<file path="src/rtl/irc_pkg.sv">
package irc_pkg;

    typedef enum logic [2:0] {
        ST_IDLE = 3'd0,
        ST_ON   = 3'd1,
        ST_OFF  = 3'd2,
        ST_CAPT = 3'd3,
        ST_DONE = 3'd4
    } irc_state_e;

endpackage

</file>
<file path="src/rtl/irc_sync.sv">
// Two-flop synchronizer for the receiver line plus an edge pulse.
module irc_sync (
    input  logic clk_i,
    input  logic rst_ni,
    input  logic line_i,
    output logic level_o,
    output logic edge_o
);
    typedef struct packed {
        logic s1;
        logic s2;
        logic s3;
    } sync_t;

    sync_t d, q;

    always_comb begin
        d.s1 = line_i;
        d.s2 = q.s1;
        d.s3 = q.s2;
    end

    always_ff @(posedge clk_i or negedge rst_ni) begin
        if (!rst_ni) q <= '0;
        else         q <= d;
    end

    assign level_o = q.s2;
    assign edge_o  = q.s2 ^ q.s3;
endmodule

</file>
<file path="src/rtl/irc_mem.sv">
// Interval store: one write port, registered read port.
module irc_mem #(
    parameter int ADDR_W = 7,
    parameter int DATA_W = 16
) (
    input  logic              clk_i,
    input  logic              rst_ni,
    input  logic              wr_en_i,
    input  logic [ADDR_W-1:0] wr_addr_i,
    input  logic [DATA_W-1:0] wr_data_i,
    input  logic              rd_en_i,
    input  logic [ADDR_W-1:0] rd_addr_i,
    output logic [DATA_W-1:0] rd_data_o
);
    localparam int DEPTH = 1 << ADDR_W;

    logic [DATA_W-1:0] store_q [DEPTH];
    logic [DATA_W-1:0] rd_d, rd_q;

    always_ff @(posedge clk_i) begin
        if (wr_en_i) store_q[wr_addr_i] <= wr_data_i;
    end

    always_comb begin
        rd_d = rd_q;
        if (rd_en_i) rd_d = store_q[rd_addr_i];
    end

    always_ff @(posedge clk_i or negedge rst_ni) begin
        if (!rst_ni) rd_q <= '0;
        else         rd_q <= rd_d;
    end

    assign rd_data_o = rd_q;
endmodule

</file>
<file path="src/rtl/irc_ctrl.sv">
// Power-cycling, qualification and interval capture sequencer.
module irc_ctrl
    import irc_pkg::*;
#(
    parameter int ON_W   = 12,
    parameter int OFF_W  = 17,
    parameter int THR_W  = 7,
    parameter int IDLE_W = 15,
    parameter int ADDR_W = 7,
    parameter int DATA_W = 16
) (
    input  logic              clk_i,
    input  logic              rst_ni,
    input  logic              tick_i,
    input  logic              det_en_i,
    input  logic              cont_mode_i,
    input  logic              restart_i,
    input  logic              soft_rst_i,
    input  logic [ON_W-1:0]   on_len_i,
    input  logic [OFF_W-1:0]  off_len_i,
    input  logic [THR_W-1:0]  edge_thr_i,
    input  logic [IDLE_W-1:0] idle_len_i,
    input  logic              edge_i,
    input  logic              level_i,
    output logic              wr_en_o,
    output logic [ADDR_W-1:0] wr_addr_o,
    output logic [DATA_W-1:0] wr_data_o,
    output logic              sensor_pwr_o,
    output logic              frame_done_o,
    output logic [ADDR_W:0]   entry_cnt_o,
    output irc_state_e        state_o
);
    localparam int TMR_W   = (ON_W > OFF_W) ? ON_W : OFF_W;
    localparam int TC_W    = TMR_W + 1;
    localparam int IVL_W   = DATA_W - 1;
    localparam int IC_W    = ((IDLE_W > IVL_W) ? IDLE_W : IVL_W) + 1;
    localparam int CNT_W   = ADDR_W + 1;
    localparam int DEPTH   = 1 << ADDR_W;
    localparam logic [IVL_W-1:0] IVL_MAX = '1;

    typedef struct packed {
        irc_state_e        st;
        logic [TMR_W-1:0]  tmr;
        logic [THR_W-1:0]  ecnt;
        logic [IVL_W-1:0]  ivl;
        logic [CNT_W-1:0]  cnt;
    } ctrl_t;

    ctrl_t d, q;

    logic [TC_W-1:0]  tmr_inc;
    logic [THR_W:0]   ecnt_inc;
    logic [THR_W-1:0] thr_eff;
    logic [IVL_W-1:0] ivl_inc;
    logic [IVL_W-1:0] ivl_start;
    logic             on_over, off_over, idle_hit, qualify;

    always_comb begin
        d        = q;
        wr_en_o  = 1'b0;
        tmr_inc  = {1'b0, q.tmr} + TC_W'(1);
        ecnt_inc = {1'b0, q.ecnt} + (THR_W+1)'(1);
        thr_eff  = (edge_thr_i == '0) ? THR_W'(1) : edge_thr_i;
        qualify  = ecnt_inc >= {1'b0, thr_eff};
        on_over  = tmr_inc >= TC_W'(on_len_i);
        off_over = tmr_inc >= TC_W'(off_len_i);
        idle_hit = (IC_W'(q.ivl) + IC_W'(1)) >= IC_W'(idle_len_i);
        ivl_inc  = (q.ivl == IVL_MAX) ? q.ivl : q.ivl + IVL_W'(1);
        // the tick of the edge's own clock belongs to the new interval
        ivl_start = tick_i ? IVL_W'(1) : '0;

        case (q.st)
            ST_IDLE: begin
                if (det_en_i) begin
                    d.st = ST_ON; d.tmr = '0; d.ecnt = '0;
                end
            end
            ST_ON: begin
                if (edge_i && qualify) begin
                    d.st = ST_CAPT; d.cnt = '0; d.ivl = ivl_start;
                end else begin
                    if (edge_i) d.ecnt = ecnt_inc[THR_W-1:0];
                    if (tick_i) begin
                        if (on_over) begin
                            d.st   = cont_mode_i ? ST_ON : ST_OFF;
                            d.tmr  = '0;
                            d.ecnt = '0;
                        end else begin
                            d.tmr = tmr_inc[TMR_W-1:0];
                        end
                    end
                end
            end
            ST_OFF: begin
                if (cont_mode_i || (tick_i && off_over)) begin
                    d.st = ST_ON; d.tmr = '0; d.ecnt = '0;
                end else if (tick_i) begin
                    d.tmr = tmr_inc[TMR_W-1:0];
                end
            end
            ST_CAPT: begin
                if (edge_i) begin
                    if (q.cnt < CNT_W'(DEPTH)) begin
                        wr_en_o = 1'b1;
                        d.cnt   = q.cnt + CNT_W'(1);
                    end
                    d.ivl = ivl_start;
                end else if (tick_i) begin
                    if (idle_hit) d.st  = ST_DONE;
                    else          d.ivl = ivl_inc;
                end
            end
            ST_DONE: ;
            default: d.st = ST_IDLE;
        endcase

        if (restart_i) begin
            d.st = ST_ON; d.tmr = '0; d.ecnt = '0; d.cnt = q.cnt;
            wr_en_o = 1'b0;
        end
        if (!det_en_i) begin
            d.st = ST_IDLE; d.cnt = q.cnt;
            wr_en_o = 1'b0;
        end
        if (soft_rst_i) begin
            d = '0;
            wr_en_o = 1'b0;
        end
    end

    always_ff @(posedge clk_i or negedge rst_ni) begin
        if (!rst_ni) q <= '0;
        else         q <= d;
    end

    assign wr_addr_o    = q.cnt[ADDR_W-1:0];
    assign wr_data_o    = {level_i, q.ivl};
    assign sensor_pwr_o = (q.st == ST_ON) || (q.st == ST_CAPT);
    assign frame_done_o = (q.st == ST_DONE);
    assign entry_cnt_o  = q.cnt;
    assign state_o      = q.st;
endmodule

</file>
<file path="src/rtl/irc_capture_top.sv">
module irc_capture_top #(
    parameter int ON_W   = 12,
    parameter int OFF_W  = 17,
    parameter int THR_W  = 7,
    parameter int IDLE_W = 15,
    parameter int ADDR_W = 7,
    parameter int DATA_W = 16
) (
    input  logic              clk_i,
    input  logic              rst_ni,
    input  logic              tick_i,
    input  logic              det_en_i,
    input  logic              cont_mode_i,
    input  logic              restart_i,
    input  logic              soft_rst_i,
    input  logic [ON_W-1:0]   on_len_i,
    input  logic [OFF_W-1:0]  off_len_i,
    input  logic [THR_W-1:0]  edge_thr_i,
    input  logic [IDLE_W-1:0] idle_len_i,
    input  logic              ir_i,
    input  logic [ADDR_W-1:0] rd_addr_i,
    input  logic              rd_en_i,
    output logic              sensor_pwr_o,
    output logic              frame_done_o,
    output logic [DATA_W-1:0] rd_data_o,
    output logic [ADDR_W:0]   entry_cnt_o
);
    logic              line_lvl, line_edge;
    logic              wr_en;
    logic [ADDR_W-1:0] wr_addr;
    logic [DATA_W-1:0] wr_data;
    irc_pkg::irc_state_e ctrl_st;

    irc_sync u_sync (
        .clk_i   (clk_i),
        .rst_ni  (rst_ni),
        .line_i  (ir_i),
        .level_o (line_lvl),
        .edge_o  (line_edge)
    );

    irc_ctrl #(
        .ON_W(ON_W), .OFF_W(OFF_W), .THR_W(THR_W),
        .IDLE_W(IDLE_W), .ADDR_W(ADDR_W), .DATA_W(DATA_W)
    ) u_ctrl (
        .clk_i        (clk_i),
        .rst_ni       (rst_ni),
        .tick_i       (tick_i),
        .det_en_i     (det_en_i),
        .cont_mode_i  (cont_mode_i),
        .restart_i    (restart_i),
        .soft_rst_i   (soft_rst_i),
        .on_len_i     (on_len_i),
        .off_len_i    (off_len_i),
        .edge_thr_i   (edge_thr_i),
        .idle_len_i   (idle_len_i),
        .edge_i       (line_edge),
        .level_i      (line_lvl),
        .wr_en_o      (wr_en),
        .wr_addr_o    (wr_addr),
        .wr_data_o    (wr_data),
        .sensor_pwr_o (sensor_pwr_o),
        .frame_done_o (frame_done_o),
        .entry_cnt_o  (entry_cnt_o),
        .state_o      (ctrl_st)
    );

    irc_mem #(.ADDR_W(ADDR_W), .DATA_W(DATA_W)) u_mem (
        .clk_i     (clk_i),
        .rst_ni    (rst_ni),
        .wr_en_i   (wr_en),
        .wr_addr_i (wr_addr),
        .wr_data_i (wr_data),
        .rd_en_i   (rd_en_i),
        .rd_addr_i (rd_addr_i),
        .rd_data_o (rd_data_o)
    );
endmodule

</file>
<file path="config.mk">
export PLATFORM = sky130hd
export DESIGN_NAME = irc_capture_top
export DESIGN_NICKNAME = d
export VERILOG_FILES = /design/src/rtl/irc_pkg.sv /design/src/rtl/irc_sync.sv /design/src/rtl/irc_mem.sv /design/src/rtl/irc_ctrl.sv /design/src/rtl/irc_capture_top.sv
export SDC_FILE = /design/constraint.sdc
export NUM_CORES = 2
export LEC_CHECK = 0
export ABC_AREA = 0
export BUFFER_PORTS_ARGS = -buffer_cell sky130_fd_sc_hd__buf_2
export CAP_MARGIN = 20
export CORE_UTILIZATION = 60
export DETAILED_ROUTE_END_ITERATION = 8
export GPL_TIMING_DRIVEN = 1
export PLACE_DENSITY = 0.76
export SYNTH_ARGS = -nofsm -noshare
export SYNTH_HDL_FRONTEND = slang
export SYNTH_HIERARCHICAL = 1
export SYNTH_SLANG_ARGS = --single-unit
</file>
<file path="constraint.sdc">
create_clock -name clk_i -period 5.1 [get_ports clk_i]
set_clock_uncertainty 0.1 [all_clocks]
set_input_delay 0.51 -clock clk_i [delete_from_list [all_inputs] [get_ports clk_i]]
set_output_delay 0.51 -clock clk_i [all_outputs]
set_load 0.02 [all_outputs]
</file>
==> metrics.txt <==
total power draw 34.6 mW; WL final 224 mm; clock net sink count 2117; Max-cap violations 0; P_int 27.4 mW; Mapped Area 85400 sq um; Crit Path Class flip-flop to flip-flop; post-route insts no fill 6888; Crit. End Element flip-flop; Post-DP Area 88800 sq um; root buf cell clkbuf_16; Sum Neg Setup Slack 0 ns; vias in the first global route 46100; Reg2Reg Depth 14; Initial Util 60.4%; grt ovf 0; Filler cells 8791; switching part of the total 20.8%; clock tree buffer depth 3; Critical Path Sink u_ctrl/wr_data_o[5]; DP HPWL 136 mm; DRC viols 0; Largest delay share family, worst path compound AO/OA/AOI/OAI gates; Die Y 379 um; cells resized by post-CTS repair 0; Comb power frac 3.7%; period utilization 83.8%; Final setup viols 0; clock latency on the worst-skew pair 0.82 ns; power share of the clock group 41.6%; RR Startpoint u_ctrl/wr_data_o[3]; Final Max Slew Viols 0; initial antenna violation count 10; 1st-iter DRT viols 6943; # rows 138; Worst R2R Setup Slack 0.83 ns; launch point of the worst path u_ctrl/wr_data_o[3]; Hold Crit Class input port to flip-flop; first-pass GRT wire length 320 mm; WHS 0.0643 ns; minimum clock period 4.27 ns; ports placed on the boundary 93; outcome completed; RSZ-0062 raised after global routing no; CTS H-tree lvls 4; Final ANT Viol Nets 0; Gate Count Post-Synth 4505; Core Region 141000 sq um; Final nets 4950; clk slew on worst S/H paths 0.06 ns; CP arrival 4.82 ns; largest net degree at the start of global routing 104; CP bufs+invs 0; YS warnings 6; Die ar. 144000 sq um; required time of the critical path 5.65 ns; Setup crit start kind flip-flop; RD Place Congestion 0.918; Num CTS Buffers 201; Rel. slew slack 23.7%; layout cells sized above 1 21.6%; Pwr per Cell Area 363 nW/um^2; worst-margin pin slew 1.13 ns; vias per cell 6.83; Die X 379 um; switching power 7.19 mW; Crit-path slowest cell dfrtp_4; TritonCTS clock tree done; WL/cell 32.6 um; Area growth, synth to finish 11.6%; P_leak 35.3 nW; crit-path cells nand3_1 -> nor2_1 -> and3_1 -> nand3_1 -> xnor2_1 -> ha_1 -> o21a_1 -> o21ai_0 -> nor2_1 -> a21oi_1 -> nand4_1 -> a21o_1 -> o21ai_0 -> o31ai_1; CP Max Fanout 37; GR Util All Layers 31.6%; f_max 234 MHz; DR vias 47100; delay of the slowest cell on the worst path 0.75 ns; end of the worst register-to-register path u_ctrl/wr_data_o[5]; first-pass iteration count of the detailed router 6; sequential power share 54.7%; Fin. Hold Viols 0; syn avg cell area 18.9 sq um; syn nets 4626; # port buffers 92; Crit path depth 14; peak supply drop 353 uV; Final Cell Area 95300 sq um; Placed Cells 6508
[placed cells by master (no fill, tap or decap), types with 22 or more instances in the layout]
master,n
inv_1,66
clkbuf_1,52
xnor2_1,22
nor3_1,48
a22oi_1,105
a21oi_1,97
ha_1,54
clkbuf_16,210
o21ai_0,75
nor2b_1,30
dfrtp_1,53
a31oi_1,29
and3_1,23
nor2_1,184
edfxtp_1,2048
nand2_1,172
buf_4,283
clkinv_1,46
o221ai_1,43
mux4_2,330
clkinv_2,32
mux2i_1,385
mux2_2,25
buf_2,89
o22ai_1,43
nand3_1,63
a211oi_1,40
[repair_timing]
item,CTS,global route
buffers inserted,0,0
setup endpoints to repair,0,0
hold buffers,6,0
endpoints found under the hold margin,26,0
[worst reg2reg max path, cell delays in order, from the launching register on]
cell     delay [ns]
dfrtp_4        0.75
nand3_1        0.31
nor2_1         0.43
and3_1         0.26
nand3_1        0.10
xnor2_1        0.29
ha_1           0.30
o21a_1         0.12
o21ai_0        0.21
nor2_1         0.07
a21oi_1        0.19
nand4_1        0.13
a21o_1         0.44
o21ai_0        0.31
o31ai_1        0.10
[power groups by stage]
stage          registers, mW  clock network [mW]  logic (mW)
3_3_place_gp            19.3                   0        1.23
5_1_grt                 18.9                15.2        1.32
4_1_cts                 18.9                14.5        1.25
3_5_place_dp            19.3                   0        1.24
2_1_floorplan           19.2                   0       0.780
6_report                18.9                14.4        1.28
[worst min path at each step]
stage / start / end / slack (ns) / cells after the start
global route: restart_i / u_ctrl/state_o[0] / 0.05 / 3
finish: restart_i / u_ctrl/state_o[0] / 0.06 / 3
floorplan: rst_ni / u_ctrl/entry_cnt_o[0] / 0.11 / 0
global placement: u_sync/d[1] / u_sync/level_o / 0.24 / 0
CTS: restart_i / u_ctrl/state_o[0] / 0.02 / 3
detailed placement: u_sync/d[1] / u_sync/level_o / 0.24 / 0
[layer usage]
metal	part of all wire (%)	wire [um]	vias up	global-route usage, %
met5	0.022	49	-	0
met4	4.6	10400	8	14.2
met3	13	29700	564	7.82
met2	46	103000	3535	47.7
met1	36	81200	24000	44.2
li1	-	-	19000	-
[metrics by stage]
| step | util (%) | setup slack (ns) |
|---|---|---|
| detailed placement | 62.8 | 0.845 |
| global route | 67.4 | 0.475 |
| finish | 67.4 | 0.826 |
| floorplan | - | 1.49 |
| CTS | 67.3 | 0.921 |
| global placement | 62.8 | 0.900 |
[flip-flops by register name, indices dropped and copies added, names as in the netlist]
signal and cells:
u_ctrl/entry_cnt_o 8, u_ctrl/q 24, u_ctrl/state_o 3, u_ctrl/wr_data_o 15, u_mem/rd_data_o 16, u_mem/store_q 2048
u_sync/d 1, u_sync/level_o 1, u_sync/q 1
[area by class of cell]
type	instances	area, sq um	share of cell area, %
flip-flops and latches	2117	63300	66.4
multi-input cells	2043	20000	21.0
clock buffers	273	5600	5.88
repair buffers	398	3020	3.17
well taps	1890	2360	2.48
clock inverters	96	722	0.758
inverters	68	258	0.271
diodes	3	7.51	0.00788
(Power assumes the default switching activity.)
